File: config.mk
export PLATFORM = sky130hd
export DESIGN_NAME = cfg_sync_monitor
export DESIGN_NICKNAME = d
export VERILOG_FILES = /design/src/rtl/cfgmon_pkg.sv /design/src/rtl/cfgmon_marker_dec.sv /design/src/rtl/cfgmon_width_trk.sv /design/src/rtl/cfgmon_done_tmr.sv /design/src/rtl/cfg_sync_monitor.sv
export SDC_FILE = /design/constraint.sdc
export NUM_CORES = 1
export LEC_CHECK = 0
export BUFFER_PORTS_ARGS = -buffer_cell sky130_fd_sc_hd__buf_2
export CAP_MARGIN = 20
export CORE_MARGIN = 2
export CORE_UTILIZATION = 39
export DETAILED_ROUTE_END_ITERATION = 7
export GPL_TIMING_DRIVEN = 1
export PLACE_DENSITY = 0.77
export SETUP_SLACK_MARGIN = 0.05
export SLEW_MARGIN = 0
export SYNTH_ARGS = -nofsm -noshare
export SYNTH_HDL_FRONTEND = slang
export SYNTH_SLANG_ARGS = --single-unit
File: constraint.sdc
create_clock -name clk_i -period 1.33 [get_ports clk_i]
set_input_delay 0 -clock clk_i [delete_from_list [all_inputs] [get_ports clk_i]]
set_output_delay 0 -clock clk_i [all_outputs]
set_load 0.02 [all_outputs]
File: src/rtl/cfgmon_pkg.sv
package cfgmon_pkg;
  localparam int unsigned WORD_W = 32;

  // reverse the bit order inside each byte
  function automatic logic [WORD_W-1:0] rev_bytes(input logic [WORD_W-1:0] w);
    logic [WORD_W-1:0] r;
    for (int b = 0; b < WORD_W/8; b++)
      for (int i = 0; i < 8; i++)
        r[b*8+i] = w[b*8+7-i];
    return r;
  endfunction

  localparam logic [WORD_W-1:0] SYNC_W   = rev_bytes(32'hAA99_5566);
  localparam logic [WORD_W-1:0] DESYNC_W = rev_bytes(32'h0000_000D);
  localparam logic [WORD_W-1:0] PROBE0_W = rev_bytes(32'h0000_00BB);
  localparam logic [WORD_W-1:0] PROBE1_W = rev_bytes(32'h1122_0044);

  localparam logic [WORD_W-1:0] STAT_BASE = 32'hFFFF_FF9B;
  localparam int unsigned SYNC_BIT = 6;
  localparam int unsigned ERR_BIT  = 5;

  typedef enum logic [1:0] {MK_SYNC, MK_DESYNC, MK_PROBE0, MK_PROBE1} marker_e;
  localparam int unsigned N_MARK = 4;
endpackage

File: src/rtl/cfgmon_marker_dec.sv
module cfgmon_marker_dec
  import cfgmon_pkg::*;
(
  input  logic [WORD_W-1:0] word_i,
  output logic [N_MARK-1:0] hit_o
);
  localparam logic [N_MARK-1:0][WORD_W-1:0] PATS = {PROBE1_W, PROBE0_W, DESYNC_W, SYNC_W};

  for (genvar g = 0; g < N_MARK; g++) begin : g_cmp
    assign hit_o[g] = (word_i == PATS[g]);
  end
endmodule

File: src/rtl/cfgmon_width_trk.sv
module cfgmon_width_trk (
  input  logic clk_i,
  input  logic rst_ni,
  input  logic clr_i,
  input  logic acc_i,
  input  logic p0_i,
  input  logic p1_i,
  output logic seen_o
);
  logic armed_q;

  always_ff @(posedge clk_i or negedge rst_ni) begin
    if (!rst_ni) begin
      armed_q <= 1'b0;
      seen_o  <= 1'b0;
    end else if (clr_i) begin
      armed_q <= 1'b0;
      seen_o  <= 1'b0;
    end else if (acc_i) begin
      if (armed_q && p1_i) seen_o <= 1'b1;
      armed_q <= p0_i;
    end
  end
endmodule

File: src/rtl/cfgmon_done_tmr.sv
module cfgmon_done_tmr #(
  parameter int unsigned DONE_DLY = 4
) (
  input  logic clk_i,
  input  logic rst_ni,
  input  logic load_i,
  input  logic cancel_i,
  output logic fire_o
);
  localparam int unsigned CW = $clog2(DONE_DLY + 1);
  localparam logic [CW-1:0] LOAD_V = CW'(DONE_DLY);

  logic [CW-1:0] cnt_q;

  always_ff @(posedge clk_i or negedge rst_ni) begin
    if (!rst_ni)              cnt_q <= '0;
    else if (cancel_i)        cnt_q <= '0;
    else if (load_i)          cnt_q <= LOAD_V;
    else if (cnt_q != '0)     cnt_q <= cnt_q - 1'b1;
  end

  assign fire_o = (cnt_q == CW'(1)) && !cancel_i;
endmodule

File: src/rtl/cfg_sync_monitor.sv
module cfg_sync_monitor
  import cfgmon_pkg::*;
#(
  parameter int unsigned DONE_DLY = 4
) (
  input  logic              clk_i,
  input  logic              rst_ni,
  input  logic              start_i,
  input  logic              word_vld_i,
  input  logic [31:0]       word_i,
  output logic [31:0]       status_o,
  output logic              decouple_o,
  output logic              done_o,
  output logic              width_seen_o
);
  logic [N_MARK-1:0] hit;
  logic sync_q, err_q, dec_q, done_q;
  logic start_req, sync_hit, desync_ok, desync_bad, fire;

  cfgmon_marker_dec u_dec (.word_i(word_i), .hit_o(hit));

  assign start_req  = start_i && !dec_q;
  assign sync_hit   = word_vld_i && hit[MK_SYNC];
  assign desync_ok  = word_vld_i && hit[MK_DESYNC] && sync_q;
  assign desync_bad = word_vld_i && hit[MK_DESYNC] && !sync_q;

  cfgmon_width_trk u_wid (
    .clk_i (clk_i), .rst_ni(rst_ni), .clr_i(start_req), .acc_i(word_vld_i),
    .p0_i  (hit[MK_PROBE0]), .p1_i(hit[MK_PROBE1]), .seen_o(width_seen_o)
  );

  cfgmon_done_tmr #(.DONE_DLY(DONE_DLY)) u_tmr (
    .clk_i(clk_i), .rst_ni(rst_ni), .load_i(desync_ok),
    .cancel_i(sync_hit || start_req), .fire_o(fire)
  );

  always_ff @(posedge clk_i or negedge rst_ni) begin
    if (!rst_ni) begin
      sync_q <= 1'b0;
      err_q  <= 1'b0;
      dec_q  <= 1'b0;
      done_q <= 1'b1;
    end else begin
      if (sync_hit)       sync_q <= 1'b1;
      else if (desync_ok) sync_q <= 1'b0;
      if (desync_bad || (start_i && dec_q)) err_q <= 1'b1;
      if (start_req) begin
        dec_q  <= 1'b1;
        done_q <= 1'b0;
      end else if (fire) begin
        dec_q  <= 1'b0;
        done_q <= 1'b1;
      end
    end
  end

  always_comb begin
    status_o = STAT_BASE;
    status_o[SYNC_BIT] = sync_q;
    status_o[ERR_BIT]  = err_q;
  end

  assign decouple_o = dec_q;
  assign done_o     = done_q;
endmodule

* Yosys cells after proc, flatten, opt, wreduce, memory -nomap -nowiden
Cells that the tools add are included.
** Storage, ports and cells
- Output and inout port bits :: 35
- Word-level logic and storage cells :: 47
- Input bits :: 36
- Register bits :: 9
** Cells by class
- Equality and inequality tests :: 5
- $add $sub $neg :: 1
- Muxes and demuxes :: 14
- Reductions and logical operators :: 20
** Operator list (number)
- == test 32 x 8 -> 1 bit (second input constant) :: 2
- == test 32 x 31 -> 1 bit (second input constant) :: 1
- == test 32 bit (second input constant) :: 1
- 2-to-1 mux 1 bit :: 11
- 2-to-1 mux 3 bit :: 3
- logical AND 1 bit :: 8
- nonzero test 2 bit :: 4
- nonzero test 3 bit :: 2
- == test 3 x 1 -> 1 bit (second input constant) :: 1
- logical NOT 1 bit :: 3
- subtractor 3 x 1 -> 3 bit (second input constant) :: 1
- logical OR 1 bit :: 2
- AND reduction 2 bit :: 1

* Depth between registers and ports, before layout
- Word-level depth :: 7
- Gate-level depth with buffers :: 6
- Gate-level depth less buffers :: 6

* Cells and area by module
A second synthesis with hierarchy kept.
** Second synthesis, totals
- Cells, all modules :: 99
- Area, all modules :: 893.4 um^2
** By module, submodules not included
- cfg_sync_monitor :: area an instance 410.4 um^2, times used 1, cells an instance 49
- cfgmon_marker_dec :: area an instance 214.0 um^2, times used 1, cells an instance 26
- cfgmon_done_tmr :: area an instance 195.2 um^2, times used 1, cells an instance 18
- cfgmon_width_trk :: area an instance 73.8 um^2, times used 1, cells an instance 6

* Least setup slack after synthesis
Ideal clock, no wire load.
- Path kind :: input to register
- Start point :: input port word_i[8]
- End point :: register u_tmr.cnt_q[2]
- Stages on the path :: 4
- Data arrival time :: 1136 ps
- Required time :: 1211 ps
- Buffers on the path :: 0
- Setup slack :: 75 ps
- Cells stage by stage :: or4_4 -> nor4_2 -> a31o_2 -> o21ba_1
** Between the ends
- Longest elaborated chain between the ends :: 5
- Elaborated cells on any way between the ends :: 9
- Classes of those cells :: eq/ne: 2; mux: 2; reduce/logical: 5
** Ends and longest elaborated chain
- start, declared :: line cfg_sync_monitor.sv:10 : input logic [31:0] word_i,
- == test 32 x 8 -> 1 bit :: line cfgmon_marker_dec.sv:10 : assign hit_o[g] = (word_i == PATS[g]);
- logical AND 1 bit (2 in a row) :: line cfg_sync_monitor.sv:24 : assign desync_ok = word_vld_i && hit[MK_DESYNC] && sync_q;
- 2-to-1 mux 3 bit :: line cfgmon_done_tmr.sv:18 : else if (load_i) cnt_q <= LOAD_V;
- 2-to-1 mux 3 bit :: line cfgmon_done_tmr.sv:17 : else if (cancel_i) cnt_q <= '0;
- end signal, assigned :: line cfgmon_done_tmr.sv:19 : else if (cnt_q != '0) cnt_q <= cnt_q - 1'b1;
- end, declared :: line cfgmon_done_tmr.sv:13 : logic [CW-1:0] cnt_q;
Parallel ways exist; a longest one is shown, timed or not.
A chain may end at the register's enable or synchronous reset.

* Worst setup path after layout
Ends and elaborated chain as after synthesis.

==> out/summary.txt <==
Final HPWL from detailed placement = 1690 microns
Clock Latency Late Sink = 0.26 ns
Crit path DAT = 1.36 ns
First-pass GRT wire length = 3100 microns
CTS max path bufs = 2
Hold Vio Cnt, Final = 0
Detail Route Antenna Nets = 0
Nets = 193
Seq/Total Area, Yosys = 0.248
Final setup viols = 0
EDFF count, synth = 0
Synthesis-stage register bit count = 9
Period utilization = 0.905
Cells after synthesis = 106
CP Launch Type = input port
Post-synth cell types = 36
Filler cells = 234
Ratio of cells with drive above 1 in the final layout = 0.379
Initial core utilization = 0.413
Post-CTS Setup Repair Bufs = 0
TritonCTS clock tree = yes
TritonCTS Buffers = 3
Core area = 2210 sq um
Reg-to-reg slack, setup = 0.14 ns
Power Density = 1150 nW/um^2
Number of detailed-route iterations in the first pass = 3
DRC violations left = 0
Initial DRC Count = 1
Reg-to-Reg Start = decouple_o
WHS = 0.0461 ns
Post-synthesis cell area = 915 sq um
Total GRT Usage = 0.153
Vias in the first global route = 781
Detailed Route WL = 1900 microns
VDD IR max = 0.545 mV
Asr flop ratio synth = 1.00
Leak = 0.576 nW
CTS clk-pin slew, worst paths = 0.06 ns
Critical path's slowest cell = or4_4
Hold depth = 4
Die H = 52.4 microns
Critical path, cell by cell = buf_2, or4_4, nor4_2, a31o_2, o21ba_1
Predominant post-synthesis flop cell = dfrtp_1
Final Skew = 0.00141 ns
Rows = 17
Slew Limit Fails = 0
Ports = 71
Antenna cell count = 0
Remaining global-route overflow = 0
Status = finished clean
Setup TNS = 0 ns
Reg2Reg Depth = 5
Synth warnings = 0
P&R area growth vs syn = 20.9%
Max Cap Violations = 0
Vias per inst = 4.57
Fmax = 0.831 GHz
Vias = 828
Min cycle time layout = 1.20 ns
Mapped Avg Cell Area = 8.63 sq um
Hold Path Origin = word_vld_i
Number of port buffers = 40
RD Place Congestion = 0.835
Min-Delay Endpoint = u_wid.armed_q
Clk sinks = 9
Worst hold path class = input port to flip-flop
WL/cell = 10.5 microns
Critical path peak fanout = 3
Die area = 2750 sq um
Root Buffer = clkbuf_4
Initial antenna violation count = 0
RSZ-0062 raised after global routing = false
Worst EP required = 1.48 ns
Crit end category = flip-flop
CTS H-tree depth = 1
FF-to-FF End = u_wid.armed_q
Crit Path Category = input port to flip-flop
Slowest stage delay, CP = 0.54 ns
Die Wd = 52.4 microns
Pin count of the biggest net entering global routing = 10
cells in the final DEF, fill, tap and decap left out, types with 2 or more instances in the layout:
cell type	count
a21oi_1	2
and3b_1	2
buf_2	40
buf_4	5
clkbuf_4	3
conb_1	30
dfrtp_1	8
dlygate4sd3_1	2
ha_1	3
inv_1	2
nand2_1	6
nand2b_1	3
nand3_1	2
nand4_1	3
nor2_1	6
nor2b_1	2
nor3_1	3
nor4_1	2
o21ai_0	2
or4_1	3
or4_4	3
worst max-delay path, delay by kind of cell:
family / cells / cell delay, ns
AOI/OAI and AO/OA: 2 / 0.39
buffers and inverters: 1 / 0.10
and+or+nand+nor: 2 / 0.87
report_power, final:
group / switching [mW] / internal (mW)
combinational: 0.353 / 0.290
clock: 0.0978 / 0.116
sequential: 0.0504 / 0.361
total: 0.501 / 0.767
final cells by class:
class,instances,area (sq um),share of cell area
Clock buffer,4,26.3,0.0238
Multi-Input combinational cell,90,549,0.497
Tap cell,28,35.0,0.0317
Timing Repair Buffer,47,258,0.233
Inverter,3,11.3,0.0102
Sequential cell,9,226,0.205
repair_timing:
action | 4_1_cts | 5_1_grt
hold buffers | 2 | 0
setup endpoints to repair | 2 | 2
endpoints found under the hold margin | 11 | 0
gates resized for setup | 1 | 2
worst max-delay path by stage:
stage	startpoint	endpoint	slack [ns]	cells after the start
floorplan	word_i[8]	u_tmr.cnt_q[2]	0.08	4
global placement	word_i[17]	decouple_o	-0.07	5
detailed placement	word_i[8]	u_tmr.cnt_q[2]	-0.13	5
CTS	u_tmr.cnt_q[0]	u_tmr.cnt_q[0]	0.05	5
global route	u_tmr.cnt_q[0]	u_tmr.cnt_q[0]	0.07	5
finish	word_i[8]	u_tmr.cnt_q[2]	0.13	5
flip-flops by register name, summed over array words and instances, names as in the netlist:
| name | cells |
|---|---|
| u_tmr.cnt_q | 3 |
| decouple_o | 1 |
| done_o | 1 |
| err_q | 1 |
| sync_q | 1 |
| u_wid.armed_q | 1 |
| u_wid.seen_o | 1 |
synthesized netlist by cell type (2+ instances only):
| cell | n | share of area |
|---|---|---|
| a21oi_1 | 2 | 0.011 |
| and3b_1 | 2 | 0.019 |
| buf_4 | 32 | 0.26 |
| conb_1 | 2 | 0.0082 |
| dfrtp_1 | 8 | 0.22 |
| ha_1 | 3 | 0.041 |
| inv_1 | 3 | 0.012 |
| nand2_1 | 6 | 0.025 |
| nand2b_1 | 3 | 0.021 |
| nand3_1 | 2 | 0.011 |
| nand4_1 | 3 | 0.021 |
| nor2_1 | 6 | 0.025 |
| nor2b_1 | 3 | 0.021 |
| nor3_1 | 3 | 0.016 |
| nor4_1 | 2 | 0.014 |
| o21ai_0 | 2 | 0.011 |
| or4_1 | 3 | 0.025 |
| or4_4 | 3 | 0.037 |
per-stage QoR:
step                      setup slack, ns  instance area [sq um]  power (mW)  utilization  instances
after floorplan                    0.0752                   1020       0.906            -        134
after global placement            -0.0690                   1050       0.986        0.476        175
after detailed placement           -0.127                   1050        1.03        0.476        175
after CTS                          0.0545                   1100        1.27        0.498        181
after global routing               0.0654                   1110        1.38        0.500        181
final                               0.127                   1110        1.27        0.500        181
cell families after synthesis:
kind of cell,synth area share
AND/OR/NAND/NOR,0.331
buffers and inverters,0.275
AO/OA/AOI/OAI,0.0766
flip-flops,0.248
adder cells (fa/ha/maj),0.0410
other,0.00821
XOR/XNOR,0.00958
multiplexers,0.0109
layer usage:
metal / vias to the layer above / wire [microns] / global-route usage
met4: 0 / 41 / 0.103
met5: - / 0 / 0
li1: 407 / - / -
met1: 373 / 739 / 0.169
met3: 5 / 140 / 0.0286
met2: 43 / 975 / 0.263
Power figures use the tool's default switching activity.
